--- src/rtl/sram_ctrl_pkg.sv ---
package sram_ctrl_pkg;

  typedef enum logic [2:0] {
    ST_IDLE,
    ST_WSTB,
    ST_WREC,
    ST_RACC,
    ST_RREC
  } state_e;

  typedef enum logic [3:0] {
    L_RC, L_AA, L_ACS, L_OE, L_WC, L_CW, L_AW, L_WP, L_WR, L_DW
  } lim_e;

  function automatic int unsigned max2(int unsigned a, int unsigned b);
    return (a > b) ? a : b;
  endfunction

  // limit in ns for a grade; grades above 85 use the slowest set
  function automatic int unsigned lim_ns(int unsigned grade, lim_e l);
    int unsigned g;
    g = (grade <= 70) ? 0 : (grade <= 85) ? 1 : 2;
    case (l)
      L_RC, L_AA, L_ACS, L_WC: return (g == 0) ? 70 : (g == 1) ? 85 : 100;
      L_OE:                    return (g == 0) ? 35 : (g == 1) ? 45 : 50;
      L_CW, L_AW:              return (g == 0) ? 60 : (g == 1) ? 75 : 80;
      L_WP:                    return (g == 0) ? 50 : (g == 1) ? 55 : 60;
      L_WR:                    return (g == 0) ? 0  : 5;
      L_DW:                    return (g == 0) ? 30 : (g == 1) ? 35 : 40;
      default:                 return 0;
    endcase
  endfunction

  function automatic int unsigned to_cyc(int unsigned ns, int unsigned tck);
    return max2(1, (ns + tck - 1) / tck);
  endfunction

  function automatic int unsigned lim_cyc(int unsigned grade, int unsigned tck, lim_e l);
    return to_cyc(lim_ns(grade, l), tck);
  endfunction

  function automatic int unsigned wstb_cycles(int unsigned grade, int unsigned tck);
    return max2(max2(lim_cyc(grade, tck, L_WP), lim_cyc(grade, tck, L_CW)),
                max2(lim_cyc(grade, tck, L_AW), lim_cyc(grade, tck, L_DW)));
  endfunction

  function automatic int unsigned wrec_cycles(int unsigned grade, int unsigned tck);
    int unsigned ws, wc;
    ws = wstb_cycles(grade, tck);
    wc = lim_cyc(grade, tck, L_WC);
    return max2(lim_cyc(grade, tck, L_WR), (wc > ws) ? wc - ws : 1);
  endfunction

  function automatic int unsigned racc_cycles(int unsigned grade, int unsigned tck);
    return max2(max2(lim_cyc(grade, tck, L_AA), lim_cyc(grade, tck, L_ACS)),
                lim_cyc(grade, tck, L_OE));
  endfunction

  function automatic int unsigned rrec_cycles(int unsigned grade, int unsigned tck);
    int unsigned ra, rc;
    ra = racc_cycles(grade, tck);
    rc = lim_cyc(grade, tck, L_RC);
    return (rc > ra) ? max2(1, rc - ra) : 1;
  endfunction

endpackage

--- src/rtl/sram_ctrl_timing.sv ---
module sram_ctrl_timing #(
  parameter int unsigned SPEED_GRADE   = 70,
  parameter int unsigned CLK_PERIOD_NS = 8,
  parameter int unsigned CNT_W         = 8
) (
  output logic [CNT_W-1:0] n_wstb_o,
  output logic [CNT_W-1:0] n_wrec_o,
  output logic [CNT_W-1:0] n_racc_o,
  output logic [CNT_W-1:0] n_rrec_o
);
  import sram_ctrl_pkg::*;

  localparam int unsigned NWS = wstb_cycles(SPEED_GRADE, CLK_PERIOD_NS);
  localparam int unsigned NWR = wrec_cycles(SPEED_GRADE, CLK_PERIOD_NS);
  localparam int unsigned NRA = racc_cycles(SPEED_GRADE, CLK_PERIOD_NS);
  localparam int unsigned NRR = rrec_cycles(SPEED_GRADE, CLK_PERIOD_NS);
  localparam int unsigned NMAX = max2(max2(NWS, NWR), max2(NRA, NRR));

  if (SPEED_GRADE != 70 && SPEED_GRADE != 85 && SPEED_GRADE != 100) begin : g_bad_grade
    $fatal(1, "sram_ctrl_timing: SPEED_GRADE must be 70, 85 or 100");
  end
  if (NMAX >= (1 << CNT_W)) begin : g_bad_width
    $fatal(1, "sram_ctrl_timing: CNT_W too small for clock period");
  end

  assign n_wstb_o = CNT_W'(NWS);
  assign n_wrec_o = CNT_W'(NWR);
  assign n_racc_o = CNT_W'(NRA);
  assign n_rrec_o = CNT_W'(NRR);

endmodule

--- src/rtl/sram_ctrl_fsm.sv ---
module sram_ctrl_fsm #(
  parameter int unsigned CNT_W = 8
) (
  input  logic                  clk_i,
  input  logic                  rst_ni,
  input  logic                  cmd_valid_i,
  input  logic                  cmd_write_i,
  input  logic [CNT_W-1:0]      n_wstb_i,
  input  logic [CNT_W-1:0]      n_wrec_i,
  input  logic [CNT_W-1:0]      n_racc_i,
  input  logic [CNT_W-1:0]      n_rrec_i,
  output logic                  cmd_ready_o,
  output logic                  accept_o,
  output logic                  sample_o,
  output sram_ctrl_pkg::state_e state_d_o
);
  import sram_ctrl_pkg::*;

  state_e           state_q, state_d;
  logic [CNT_W-1:0] cnt_q, cnt_d;
  logic             last;

  assign last        = (cnt_q == '0);
  assign cmd_ready_o = (state_q == ST_IDLE);
  assign accept_o    = cmd_ready_o && cmd_valid_i;
  assign sample_o    = (state_q == ST_RACC) && last;
  assign state_d_o   = state_d;

  always_comb begin
    state_d = state_q;
    cnt_d   = last ? cnt_q : cnt_q - 1'b1;
    unique case (state_q)
      ST_IDLE: if (accept_o) begin
        state_d = cmd_write_i ? ST_WSTB : ST_RACC;
        cnt_d   = (cmd_write_i ? n_wstb_i : n_racc_i) - 1'b1;
      end
      ST_WSTB: if (last) begin
        state_d = ST_WREC;
        cnt_d   = n_wrec_i - 1'b1;
      end
      ST_RACC: if (last) begin
        state_d = ST_RREC;
        cnt_d   = n_rrec_i - 1'b1;
      end
      ST_WREC, ST_RREC: if (last) state_d = ST_IDLE;
      default: state_d = ST_IDLE;
    endcase
  end

  always_ff @(posedge clk_i or negedge rst_ni) begin
    if (!rst_ni) begin
      state_q <= ST_IDLE;
      cnt_q   <= '0;
    end else begin
      state_q <= state_d;
      cnt_q   <= cnt_d;
    end
  end

endmodule

--- src/rtl/sram_ctrl_phy.sv ---
module sram_ctrl_phy #(
  parameter int unsigned AW = 19,
  parameter int unsigned DW = 8
) (
  input  logic                  clk_i,
  input  logic                  rst_ni,
  input  logic                  accept_i,
  input  logic                  sample_i,
  input  sram_ctrl_pkg::state_e state_d_i,
  input  logic [AW-1:0]         cmd_addr_i,
  input  logic [DW-1:0]         cmd_wdata_i,
  output logic                  rsp_valid_o,
  output logic [DW-1:0]         rsp_rdata_o,
  output logic [AW-1:0]         sram_addr_o,
  output logic                  sram_cs_no,
  output logic                  sram_oe_no,
  output logic                  sram_we_no,
  output logic [DW-1:0]         sram_dq_o,
  input  logic [DW-1:0]         sram_dq_i,
  output logic                  sram_dq_oe_o
);
  import sram_ctrl_pkg::*;

  logic wr_win, rd_win;
  assign wr_win = (state_d_i == ST_WSTB);
  assign rd_win = (state_d_i == ST_RACC);

  // all pad outputs registered; strobes follow next state
  always_ff @(posedge clk_i or negedge rst_ni) begin
    if (!rst_ni) begin
      sram_cs_no   <= 1'b1;
      sram_we_no   <= 1'b1;
      sram_oe_no   <= 1'b1;
      sram_dq_oe_o <= 1'b0;
    end else begin
      sram_cs_no   <= !(wr_win || rd_win);
      sram_we_no   <= !wr_win;
      sram_oe_no   <= !rd_win;
      sram_dq_oe_o <= wr_win;
    end
  end

  always_ff @(posedge clk_i or negedge rst_ni) begin
    if (!rst_ni) begin
      sram_addr_o <= '0;
      sram_dq_o   <= '0;
    end else if (accept_i) begin
      sram_addr_o <= cmd_addr_i;
      sram_dq_o   <= cmd_wdata_i;
    end
  end

  always_ff @(posedge clk_i or negedge rst_ni) begin
    if (!rst_ni) begin
      rsp_valid_o <= 1'b0;
      rsp_rdata_o <= '0;
    end else begin
      rsp_valid_o <= sample_i;
      if (sample_i) rsp_rdata_o <= sram_dq_i;
    end
  end

endmodule

--- src/rtl/sram_ctrl.sv ---
module sram_ctrl #(
  parameter int unsigned SPEED_GRADE   = 70,
  parameter int unsigned CLK_PERIOD_NS = 8,
  parameter int unsigned ADDR_W        = 19,
  parameter int unsigned DATA_W        = 8,
  parameter int unsigned CNT_W         = 8
) (
  input  logic              clk_i,
  input  logic              rst_ni,
  input  logic              cmd_valid_i,
  output logic              cmd_ready_o,
  input  logic              cmd_write_i,
  input  logic [ADDR_W-1:0] cmd_addr_i,
  input  logic [DATA_W-1:0] cmd_wdata_i,
  output logic              rsp_valid_o,
  output logic [DATA_W-1:0] rsp_rdata_o,
  output logic [ADDR_W-1:0] sram_addr_o,
  output logic              sram_cs_no,
  output logic              sram_oe_no,
  output logic              sram_we_no,
  output logic [DATA_W-1:0] sram_dq_o,
  input  logic [DATA_W-1:0] sram_dq_i,
  output logic              sram_dq_oe_o
);
  import sram_ctrl_pkg::*;

  logic [CNT_W-1:0] n_wstb, n_wrec, n_racc, n_rrec;
  logic             accept, sample;
  state_e           state_d;

  sram_ctrl_timing #(
    .SPEED_GRADE  (SPEED_GRADE),
    .CLK_PERIOD_NS(CLK_PERIOD_NS),
    .CNT_W        (CNT_W)
  ) i_timing (
    .n_wstb_o(n_wstb),
    .n_wrec_o(n_wrec),
    .n_racc_o(n_racc),
    .n_rrec_o(n_rrec)
  );

  sram_ctrl_fsm #(
    .CNT_W(CNT_W)
  ) i_fsm (
    .clk_i      (clk_i),
    .rst_ni     (rst_ni),
    .cmd_valid_i(cmd_valid_i),
    .cmd_write_i(cmd_write_i),
    .n_wstb_i   (n_wstb),
    .n_wrec_i   (n_wrec),
    .n_racc_i   (n_racc),
    .n_rrec_i   (n_rrec),
    .cmd_ready_o(cmd_ready_o),
    .accept_o   (accept),
    .sample_o   (sample),
    .state_d_o  (state_d)
  );

  sram_ctrl_phy #(
    .AW(ADDR_W),
    .DW(DATA_W)
  ) i_phy (
    .clk_i       (clk_i),
    .rst_ni      (rst_ni),
    .accept_i    (accept),
    .sample_i    (sample),
    .state_d_i   (state_d),
    .cmd_addr_i  (cmd_addr_i),
    .cmd_wdata_i (cmd_wdata_i),
    .rsp_valid_o (rsp_valid_o),
    .rsp_rdata_o (rsp_rdata_o),
    .sram_addr_o (sram_addr_o),
    .sram_cs_no  (sram_cs_no),
    .sram_oe_no  (sram_oe_no),
    .sram_we_no  (sram_we_no),
    .sram_dq_o   (sram_dq_o),
    .sram_dq_i   (sram_dq_i),
    .sram_dq_oe_o(sram_dq_oe_o)
  );

endmodule

--- config.mk ---
export PLATFORM = sky130hd
export DESIGN_NAME = sram_ctrl
export DESIGN_NICKNAME = d
export VERILOG_FILES = /design/src/rtl/sram_ctrl_pkg.sv /design/src/rtl/sram_ctrl_timing.sv /design/src/rtl/sram_ctrl_fsm.sv /design/src/rtl/sram_ctrl_phy.sv /design/src/rtl/sram_ctrl.sv
export SDC_FILE = /design/constraint.sdc
export NUM_CORES = 1
export LEC_CHECK = 0
export BUFFER_PORTS_ARGS = -buffer_cell sky130_fd_sc_hd__buf_2
export CAP_MARGIN = 0
export CORE_UTILIZATION = 45
export CTS_BUF_LIST = sky130_fd_sc_hd__clkbuf_4 sky130_fd_sc_hd__clkbuf_8
export CTS_CLUSTER_DIAMETER = 80
export DETAILED_ROUTE_END_ITERATION = 16
export PLACE_DENSITY = 0.85
export SYNTH_ARGS = -nofsm -noshare
export SYNTH_HDL_FRONTEND = slang
export SYNTH_SLANG_ARGS = --single-unit
--- constraint.sdc ---
create_clock -name clk_i -period 5.46 [get_ports clk_i]
set_input_delay 1.092 -clock clk_i [delete_from_list [all_inputs] [get_ports clk_i]]
set_output_delay 1.092 -clock clk_i [all_outputs]
set_load 0.005 [all_outputs]
After elaboration in Yosys (flattened, before gate mapping)
Index checks and enable logic that the tools add are counted.

storage, ports and cells
  bits in registers = 51
  bits of input ports = 39
  output and inout port bits = 41

cells by class
  add/sub/neg operators = 2
  eq/ne operators = 6
  muxes and demuxes = 11
  reduce and logical (&&, ||, !) cells = 10

operator list
  cell                                                                    number
  8-bit 2-to-1 mux                                                        3
  8-bit case mux with 2 select lines                                      1
  8-bit by 1-bit subtractor with 8-bit output (second input constant)     2
  3-bit 2-to-1 mux                                                        4
  3-bit case mux with 4 select lines                                      1
  3-bit by 2-bit equality test with 1-bit output (second input constant)  3
  8-bit zero test                                                         1
  3-bit by 1-bit equality test with 1-bit output (second input constant)  2
  2-bit OR reduction                                                      2
  3-bit equality test (second input constant)                             1
  1-bit zero test                                                         3
  3-bit zero test                                                         1
  1-bit logical AND                                                       2
  2-bit 2-to-1 mux                                                        1
  1-bit logical OR                                                        1
  1-bit 2-to-1 mux                                                        1

Depth between registers and ports, before layout
Gate-level depths: netlist of run 1.

  depth after elaboration = 7
  depth in mapped cells = 8
  mapped depth without buffers = 8

By module
Synthesis of run 1 repeated with hierarchy kept, for this count alone.

unflattened totals
  cells, all modules = 295
  area total of the unflattened synthesis = 3,184.3 µm²

by module, submodules not included
  module            times used  cells an instance  area each (µm²)  sequential area each (µm²)
  sram_ctrl_phy     1           83                 1,560.2          1,004.7
  sram_ctrl_fsm     1           178                1,376.3          275.3
  sram_ctrl_timing  1           34                 247.7            0.0

Least setup slack after synthesis of run 1
No wires, ideal clock.

  path type = input-to-reg
  start point = input cmd_valid_i
  end point = register i_fsm.cnt_q[3]
  setup time = 0.120 ns
  arrival time = 2.023 ns
  required time = 5.340 ns
  slack = 3.317 ns
  stages on the path = 4
  buffers on the path = 2
  path through = or4b_1 -> clkbuf_1 -> clkbuf_1 -> a31o_2

on the way
  longest elaborated chain between the ends = 3

RTL lines
  what                                RTL line             text
  start, declared                     sram_ctrl.sv:10      input logic cmd_valid_i,
  1-bit logical AND                   sram_ctrl_fsm.sv:25  assign accept_o = cmd_ready_o && cmd_valid_i;
  8-bit 2-to-1 mux                    sram_ctrl_fsm.sv:33  ST_IDLE: if (accept_o) begin
  8-bit case mux with 2 select lines  sram_ctrl_fsm.sv:32  unique case (state_q)
  via i_fsm.cnt_d[3]                  sram_ctrl_fsm.sv:20  logic [CNT_W-1:0] cnt_q, cnt_d;
  end signal, assigned                sram_ctrl_fsm.sv:56  cnt_q <= cnt_d;
  end, declared                       sram_ctrl_fsm.sv:20

The timed path passes the listed nets, and every way through them passes these cells.
A chain may end at the register's enable or synchronous reset.

Worst setup path after layout of run 1
  start point = input cmd_valid_i
  end point = register i_fsm.cnt_q[1]

Same word-level chain as after synthesis.

==> out/qor.csv, run 1 <==
stage;metric;value;unit
place;Place WS;2.63;ns
timing;Final Hold Fails;0;
timing;Period minus WS final;2.51;ns
final_layout;Layout Cells excl Fill;341;
synthesis;area share of the largest cell type after synthesis;0.562;
drt;DR pass1 iterations;12;
pwr;VDD IR-drop max;239;uV
synthesis;number of distinct library cells after synthesis;39;
clock_network;TritonCTS Buffers;5;
final_layout;nets;330;
floorplanning;Die Ht;70.9;microns
pwr;Pwr Density;533;nW/um^2
setup_path;CP arrival;2.69;ns
pwr;Switching Share;0.358;
setup_path;endpoint class of the critical path;register;
clock_network;htree depth;2;
floorplanning;Row Count;24;
synthesis;Post-synth EDFFs;0;
pwr;Switch Pwr;509;uW
timing;unrepaired setup endpoints after global routing;false;
pwr;Combinational Power Share;0.376;
synthesis;count leader, synth;nand2_1;
drt;Routed Antenna Nets;0;
run_status;status;finished clean;
synthesis;Async SR Flop Fraction;1.00;
synthesis;synthesized instance count;210;
floorplanning;core box area;4440;sq um
clock_network;CTS Hold Bufs;0;
timing;Final setup viols;0;
setup_path;CP max FO;31;
place;RePlAce Congestion;0.839;
synthesis;main flop type after synthesis;dfrtp_1;
pwr;Flop pwr share;0.474;
synthesis;synth cell count leaders;84 x nand2_1, 48 x dfrtp_1, 8 x clkbuf_1, 8 x mux2_2, 6 x inv_1;
clock_network;PostCTS Resize Cnt;0;
synthesis;Syn Area/Cell;10.2;sq um
clock_network;CTS tree;built;
drt;vias post-DR;1728;
floorplanning;Die X-Extent;70.9;microns
timing;clock skew after layout;0.00504;ns
worst_hold_path;Worst Hold Class;reg2reg;
final_layout;ratio of cells with drive above 1 in the final layout;0.377;
pwr;P_leak;0.00143;uW
final_layout;Area Growth Syn to Fin;24.8;%
place;Port Buffer Count;79;
setup_path;CP Launch Type;input port;
synthesis;Seq/Total Area, Yosys;0.599;
setup_path;CP Class;in2reg;
synthesis;cell taking the most area after synthesis;dfrtp_1;
place;Post-DP HPWL;3.03;mm
drt;Iter 0 DRT Violations;95;
clock_network;setup bufs post-CTS;0;
floorplanning;io pins;80;
timing;fmax;0.398;GHz
global_route;global-route total usage across every layer;0.195;
drt;DRC;0;
drt;final WL;4.38;mm
timing;Slew HR;0.262;
floorplanning;Starting Density;0.481;
global_route;vias in the first global route;1698;
setup_path;Worst Path Required;5.64;ns
synthesis;largest cells by area after synthesis;dfrtp_1 56%, nand2_1 15%, mux2_2 4.2%;
global_route;largest net degree at the start of global routing;52;
synthesis;Mapped Nets;252;
timing;Final Cycle Share;0.460;
flow_run;max-cap violations;0;
global_route;grt ovf;0;
synthesis;Synth Warn #;0;
clock_network;Clock Sink Count;51;
synthesis;Post-Syn Area;2140;sq um
place;post-placement cell count;333;
clock_network;clk slew on worst S/H paths;0.09;ns
timing;Slew Viols, Final;0;
pwr;Internal;911;uW
pwr;clock power share;0.150;
floorplanning;Die ar.;5030;sq um
drt;Via density;5.07;
drt;WL per Instance;12.8;microns
global_route;first-pass GRT wire length;7.61;mm
clock_network;Max Buffers Root-to-Sink;2;
final_layout;Fillers;397;
synthesis;number of register bits inferred by synthesis;51;
timing;setup slack after layout;2.95;ns
final_layout;Util after Layout;0.600;
clock_network;Worst-Skew Late Latency;0.30;ns
timing;worst-margin pin slew;1.11;ns
final_layout;ANT cells;0;
global_route;initial antenna violation count;0;
timing;sum of negative setup slack;0;ns
clock_network;Root Driver;clkbuf_8;
==> power groups by stage <==
stage	sequential, uW	combinational (uW)	clock (uW)
after CTS	673	540	222
final	674	534	213
after detailed placement	677	539	0
after floorplan	670	313	0
after global placement	676	513	0
after global routing	700	610	236
==> per-layer routing <==
layer | track usage | vias up | share of wire
li1 | - | 847 | -
met1 | 0.240 | 801 | 0.44
met2 | 0.330 | 76 | 0.48
met3 | 0.0556 | 4 | 0.064
met4 | 0.0711 | 0 | 0.013
met5 | 0 | - | 0
==> flip-flops by register name, indices dropped and copies added (netlist names) <==
name / count
i_phy.rsp_valid_o: 1
i_fsm.cnt_q: 8
i_phy.sram_addr_o: 19
i_phy.rsp_rdata_o: 8
i_phy.sram_cs_no: 1
i_phy.sram_oe_no: 1
i_phy.sram_dq_o: 8
i_fsm.state_q: 3
i_phy.sram_we_no: 1
i_phy.sram_dq_oe_o: 1
==> cells in the final DEF, fill, tap and decap left out, drive strengths merged, types with 2 or more instances in the layout <==
cell    count
mux2        8
a31oi       2
dfstp       3
nor2        2
dfrtp      48
inv         8
nand2      84
clkbuf      5
buf        80
ha          3
nor2b       3
nor3        2
or3b        2
nor4b       2
o21ai       6
or3         3
nor3b       2
clkinv      2
or4         4
a21oi       6
==> area by class of cell <==
class                      instances  area (sq um)  area share
sequential                        51          1280       0.480
multi-input combinational        143           805       0.302
timing repair buffer              80           403       0.151
clock buffer                       5          68.8      0.0258
tap                               52          65.1      0.0244
inverter                           7          26.3     0.00985
clock inverter                     3          18.8     0.00704
==> logic make-up (layout without fill, tap and decap cells) <==
| kind of cell | after synthesis | count (layout) | synth area share |
|---|---|---|---|
| compound gates | 22 | 22 | 0.0685 |
| xor+xnor | 2 | 2 | 0.00820 |
| fa+ha+maj | 3 | 3 | 0.0176 |
| buf+inv | 16 | 95 | 0.0287 |
| flops | 51 | 51 | 0.599 |
| mux | 9 | 9 | 0.0468 |
| simple gates | 107 | 107 | 0.231 |
==> worst max-delay path, cell delays in order <==
cell     delay, ns
buf_2         0.11
or4b_1        0.90
nor2_1        0.43
o32ai_1       0.14
==> metrics by stage <==
stage	total power [uW]	hold slack (ns)	instance area [sq um]
after global placement	1190	0.455	2580
after global routing	1550	0.509	2670
after CTS	1430	0.481	2670
after floorplan	984	0.470	2140
final	1420	0.474	2670
after detailed placement	1220	0.458	2580
==> worst paths after layout <==
kind | startpoint | endpoint | slack (ns) | cells past startpoint
min in group asynchronous | rst_ni | i_phy.rsp_valid_o$_DFF_PN0_ | 0.99 | 1
hold / removal | i_phy.sram_addr_o[12]$_DFFE_PN0P_ | i_phy.sram_addr_o[12]$_DFFE_PN0P_ | 0.47 | 2
setup / recovery | cmd_valid_i | i_fsm.cnt_q[1]$_DFF_PN0_ | 2.95 | 4
hold reg to reg | i_phy.sram_addr_o[12]$_DFFE_PN0P_ | i_phy.sram_addr_o[12]$_DFFE_PN0P_ | 0.47 | 2
max in group asynchronous | rst_ni | i_phy.sram_addr_o[16]$_DFFE_PN0P_ | 3.79 | 1
setup reg to reg | i_fsm.state_q[1]$_DFF_PN0_ | i_fsm.cnt_q[1]$_DFF_PN0_ | 3.24 | 3
Power figures use the tool's default switching activity.
==> inputs of run 2 (changes only) <==
- ABC_AREA: unset -> 1
- clock period: 5.46 -> 2.5 ns (I/O delays scaled with it)
==> out/qor.csv, run 2 <==
stage;metric;value;unit;change
run_status;status;complete, but fails checks;;
run_status;failing checks;design-rule violations;;
global_route;met3 usage;0.0478;;-0.00774
floorplanning;Row Count;24;;unchanged
setup_path;Worst path max stage delay;0.40;ns;-0.50 ns
floorplanning;core box area;4470;sq um;+0.68%
drt;Via density;4.72;;-6.8%
timing;unrepaired setup endpoints after global routing;false;;
timing;sum of negative setup slack;0;ns;unchanged
setup_path;critical path, cell by cell;inv_1 > ha_1 > nand2_1 > nor2_2 > nand2_4 > ha_1 > or2_2 > nand3_1;;
floorplanning;Die Ht;71.3;microns;+0.51%
timing;Final setup viols;0;;unchanged
place;Port Buffer Count;79;;unchanged
clock_network;Root Driver;clkbuf_8;;
synthesis;Simple-Gate Fraction of Synth Area;0.304;;+0.0729
drt;WL per Instance;11.8;microns;-8.4%
setup_path;CP max FO;7;;-77%
clock_network;clk slew on worst S/H paths;0.09;ns;about the same
synthesis;synth cell count leaders;127 x nand2_1, 48 x dfrtp_1, 14 x inv_1;;
setup_path;cell mode on critical path;ha_1;;
global_route;met2 usage;0.330;;about the same
setup_path;Worst Path Required;2.74;ns;-2.90 ns
final_layout;Fillers;422;;+6.3%
setup_path;CP Class;reg2reg;;
drt;DR pass1 iterations;10;;-2
setup_path;Critical-path top delay cell;dfrtp_1;;
final_layout;most common cell after layout, fill and taps aside;nand2_1;;
place;RePlAce Congestion;0.777;;-7.5%
worst_hold_path;Worst Hold Class;in2async;;
synthesis;largest cells by area after synthesis;dfrtp_1 56%, nand2_1 22%, dfstp_2 3.7%;;
synthesis;number of register bits inferred by synthesis;51;;unchanged
timing;Final Hold Fails;0;;unchanged
clock_network;CTS tree;built;;
drt;DRC;6;;+6
global_route;first-pass GRT wire length;7.48;mm;-1.7%
place;Post-DP HPWL;3.18;mm;+5.2%
final_layout;sequential cell area;1280;sq um;unchanged
drt;vias post-DR;1799;;+4.1%
final_layout;Util after Layout;0.601;;+0.00129
clock_network;TritonCTS Buffers;5;;unchanged
timing;Final Cycle Share;0.693;;
final_layout;footprint of the multi-input gates;772;sq um;-4.0%
synthesis;cell taking the most area after synthesis;dfrtp_1;;
synthesis;Seq/Total Area, Yosys;0.593;;-0.00625
setup_path;WP buf/inv;1;;unchanged
timing;clock skew after layout;0.00966;ns;+0.00463 ns
final_layout;Largest register FFs;19;;unchanged
synthesis;area share of the largest cell type after synthesis;0.556;;-0.00586
synthesis;Syn Area/Cell;8.78;sq um;-14%
synthesis;Async SR Flop Fraction;1.00;;unchanged
synthesis;Post-synth EDFFs;0;;unchanged
final_layout;ratio of cells with drive above 1 in the final layout;0.322;;-0.0550
synthesis;Post-Synth XOR/XNOR Area;0.0203;;+0.0121
global_route;largest net degree at the start of global routing;52;;unchanged
global_route;global-route total usage across every layer;0.185;;-0.0104
floorplanning;Die X-Extent;71.3;microns;+0.51%
setup_path;endpoint class of the critical path;register;;
final_layout;ANT cells;0;;unchanged
pwr;VDD IR-drop max;613;uV;+160%
floorplanning;Starting Density;0.483;;+0.00181
setup_path;FF-to-FF path depth;8;;+5
setup_path;CP Launch Type;register;;
timing;Period minus WS final;1.73;ns;
final_layout;Final Cell Area;2690;sq um;+0.89%
clock_network;Clock Sink Count;51;;unchanged
synthesis;Mapped Nets;288;;+14%
floorplanning;io pins;80;;unchanged
setup_path;CP Depth;8;;+4
synthesis;Synth Area in Compound Gates;0.0156;;-0.0529
global_route;initial antenna violation count;0;;unchanged
synthesis;synthesized instance count;246;;+17%
pwr;Pwr Density;1220;nW/um^2;+130%
synthesis;main flop type after synthesis;dfrtp_1;;
timing;Slew HR;0.592;;+0.330
synthesis;Adder-Cell Fraction of Synth Area;0.0174;;-0.000183
clock_network;Max Buffers Root-to-Sink;2;;unchanged
timing;Slew Viols, Final;0;;unchanged
synthesis;Post-Syn Area;2160;sq um;+1.1%
drt;Iter 0 DRT Violations;125;;+32%
global_route;busiest grt layer;met2;;
synthesis;Synth Warn #;0;;unchanged
pwr;P_leak;0.00156;uW;+9.1%
floorplanning;Die ar.;5080;sq um;+1.0%
global_route;vias in the first global route;1793;;+5.6%
synthesis;post-synthesis mux area share;0;;-0.0468
final_layout;Area Growth Syn to Fin;24.6;%;
pwr;Final Power;3280;uW;+130%
flow_run;max-cap violations;0;;unchanged
synthesis;main combinational cell family by area after synthesis;simple AND/OR/NAND/NOR gates;;
place;Post-DP Area;2590;sq um;+0.49%
setup_path;CP arrival;1.97;ns;-0.72 ns
clock_network;CTS Hold Bufs;0;;unchanged
clock_network;htree depth;2;;unchanged
timing;worst-margin pin slew;0.612;ns;-0.495 ns
synthesis;count leader, synth;nand2_1;;
drt;final WL;4.48;mm;+2.4%
synthesis;number of distinct library cells after synthesis;24;;-38%
global_route;met1 usage;0.220;;-0.0199
place;Place WS;0.808;ns;-1.83 ns
final_layout;nets;370;;+12%
timing;fmax;0.578;GHz;
setup_path;CP delay by family, top;simple AND/OR/NAND/NOR gates;;
final_layout;Largest Register;i_phy.sram_addr_o;;
clock_network;setup bufs post-CTS;0;;unchanged
timing;setup slack after layout;0.768;ns;-2.18 ns
drt;Routed Antenna Nets;0;;unchanged
clock_network;PostCTS Resize Cnt;0;;unchanged
clock_network;Worst-Skew Late Latency;0.30;ns;about the same
final_layout;most frequent cells in the layout;127 x nand2_1, 79 x buf_2, 48 x dfrtp_1;;
global_route;grt ovf;0;;unchanged
run 2: cell types whose count changed after synthesis, moves of 3 or more:
| cell | change |
|---|---|
| mux2_2 | -8 |
| nor2_1 | +10 |
| buf_4 | +3 |
| inv_1 | +8 |
| o21ai_0 | -4 |
| xor2_1 | +4 |
| or3_1 | -3 |
| nand2_1 | +43 |
| nand3_1 | +8 |
| nor2_2 | +4 |
| clkbuf_1 | -8 |
| nor2b_1 | -3 |
run 2: final cells by class:
type                            count  share of cell area
Sequential cell                    51               0.476
Multi-Input combinational cell    172               0.287
Timing Repair Buffer               81               0.153
Clock buffer                        7              0.0335
Tap cell                           52              0.0242
Inverter                           17              0.0237
Clock inverter                      1             0.00326
run 2: logic make-up after synthesis:
logic type	after synthesis
compound gates	6
flops	51
xor+xnor	5
fa+ha+maj	3
buf+inv	23
simple gates	158
run 2: worst paths after layout:
path / start / to / slack [ns]
max: i_fsm.cnt_q[0]$_DFF_PN0_ / i_fsm.cnt_q[0]$_DFF_PN0_ / 0.77
min: rst_ni / i_phy.sram_dq_o[1]$_DFFE_PN0P_ / 0.28
max reg2reg: i_fsm.cnt_q[0]$_DFF_PN0_ / i_fsm.cnt_q[0]$_DFF_PN0_ / 0.77
min reg2reg: i_phy.sram_dq_o[4]$_DFFE_PN0P_ / i_phy.sram_dq_o[4]$_DFFE_PN0P_ / 0.47
max in group asynchronous: rst_ni / i_phy.sram_addr_o[15]$_DFFE_PN0P_ / 1.80
min in group clk_i: sram_dq_i[1] / i_phy.rsp_rdata_o[1]$_DFFE_PN0P_ / 0.39
run 2: stage by stage:
step	cells	hold WS, ns
floorplan	246	0.204
global placement	373	0.450
detailed placement	373	0.454
CTS	381	0.318
global route	381	0.353
finish	381	0.282
run 2: where the power goes:
part	total (uW)	switching, uW	internal [uW]
Sequential	1420	201	1220
Clock	496	258	238
Combinational	1360	803	554
run 2: metal layers:
layer  share of wire  wire length (microns)
met2            0.47                   2100
met5               0                      0
met4           0.014                     64
met1            0.46                   2050
met3           0.060                    268
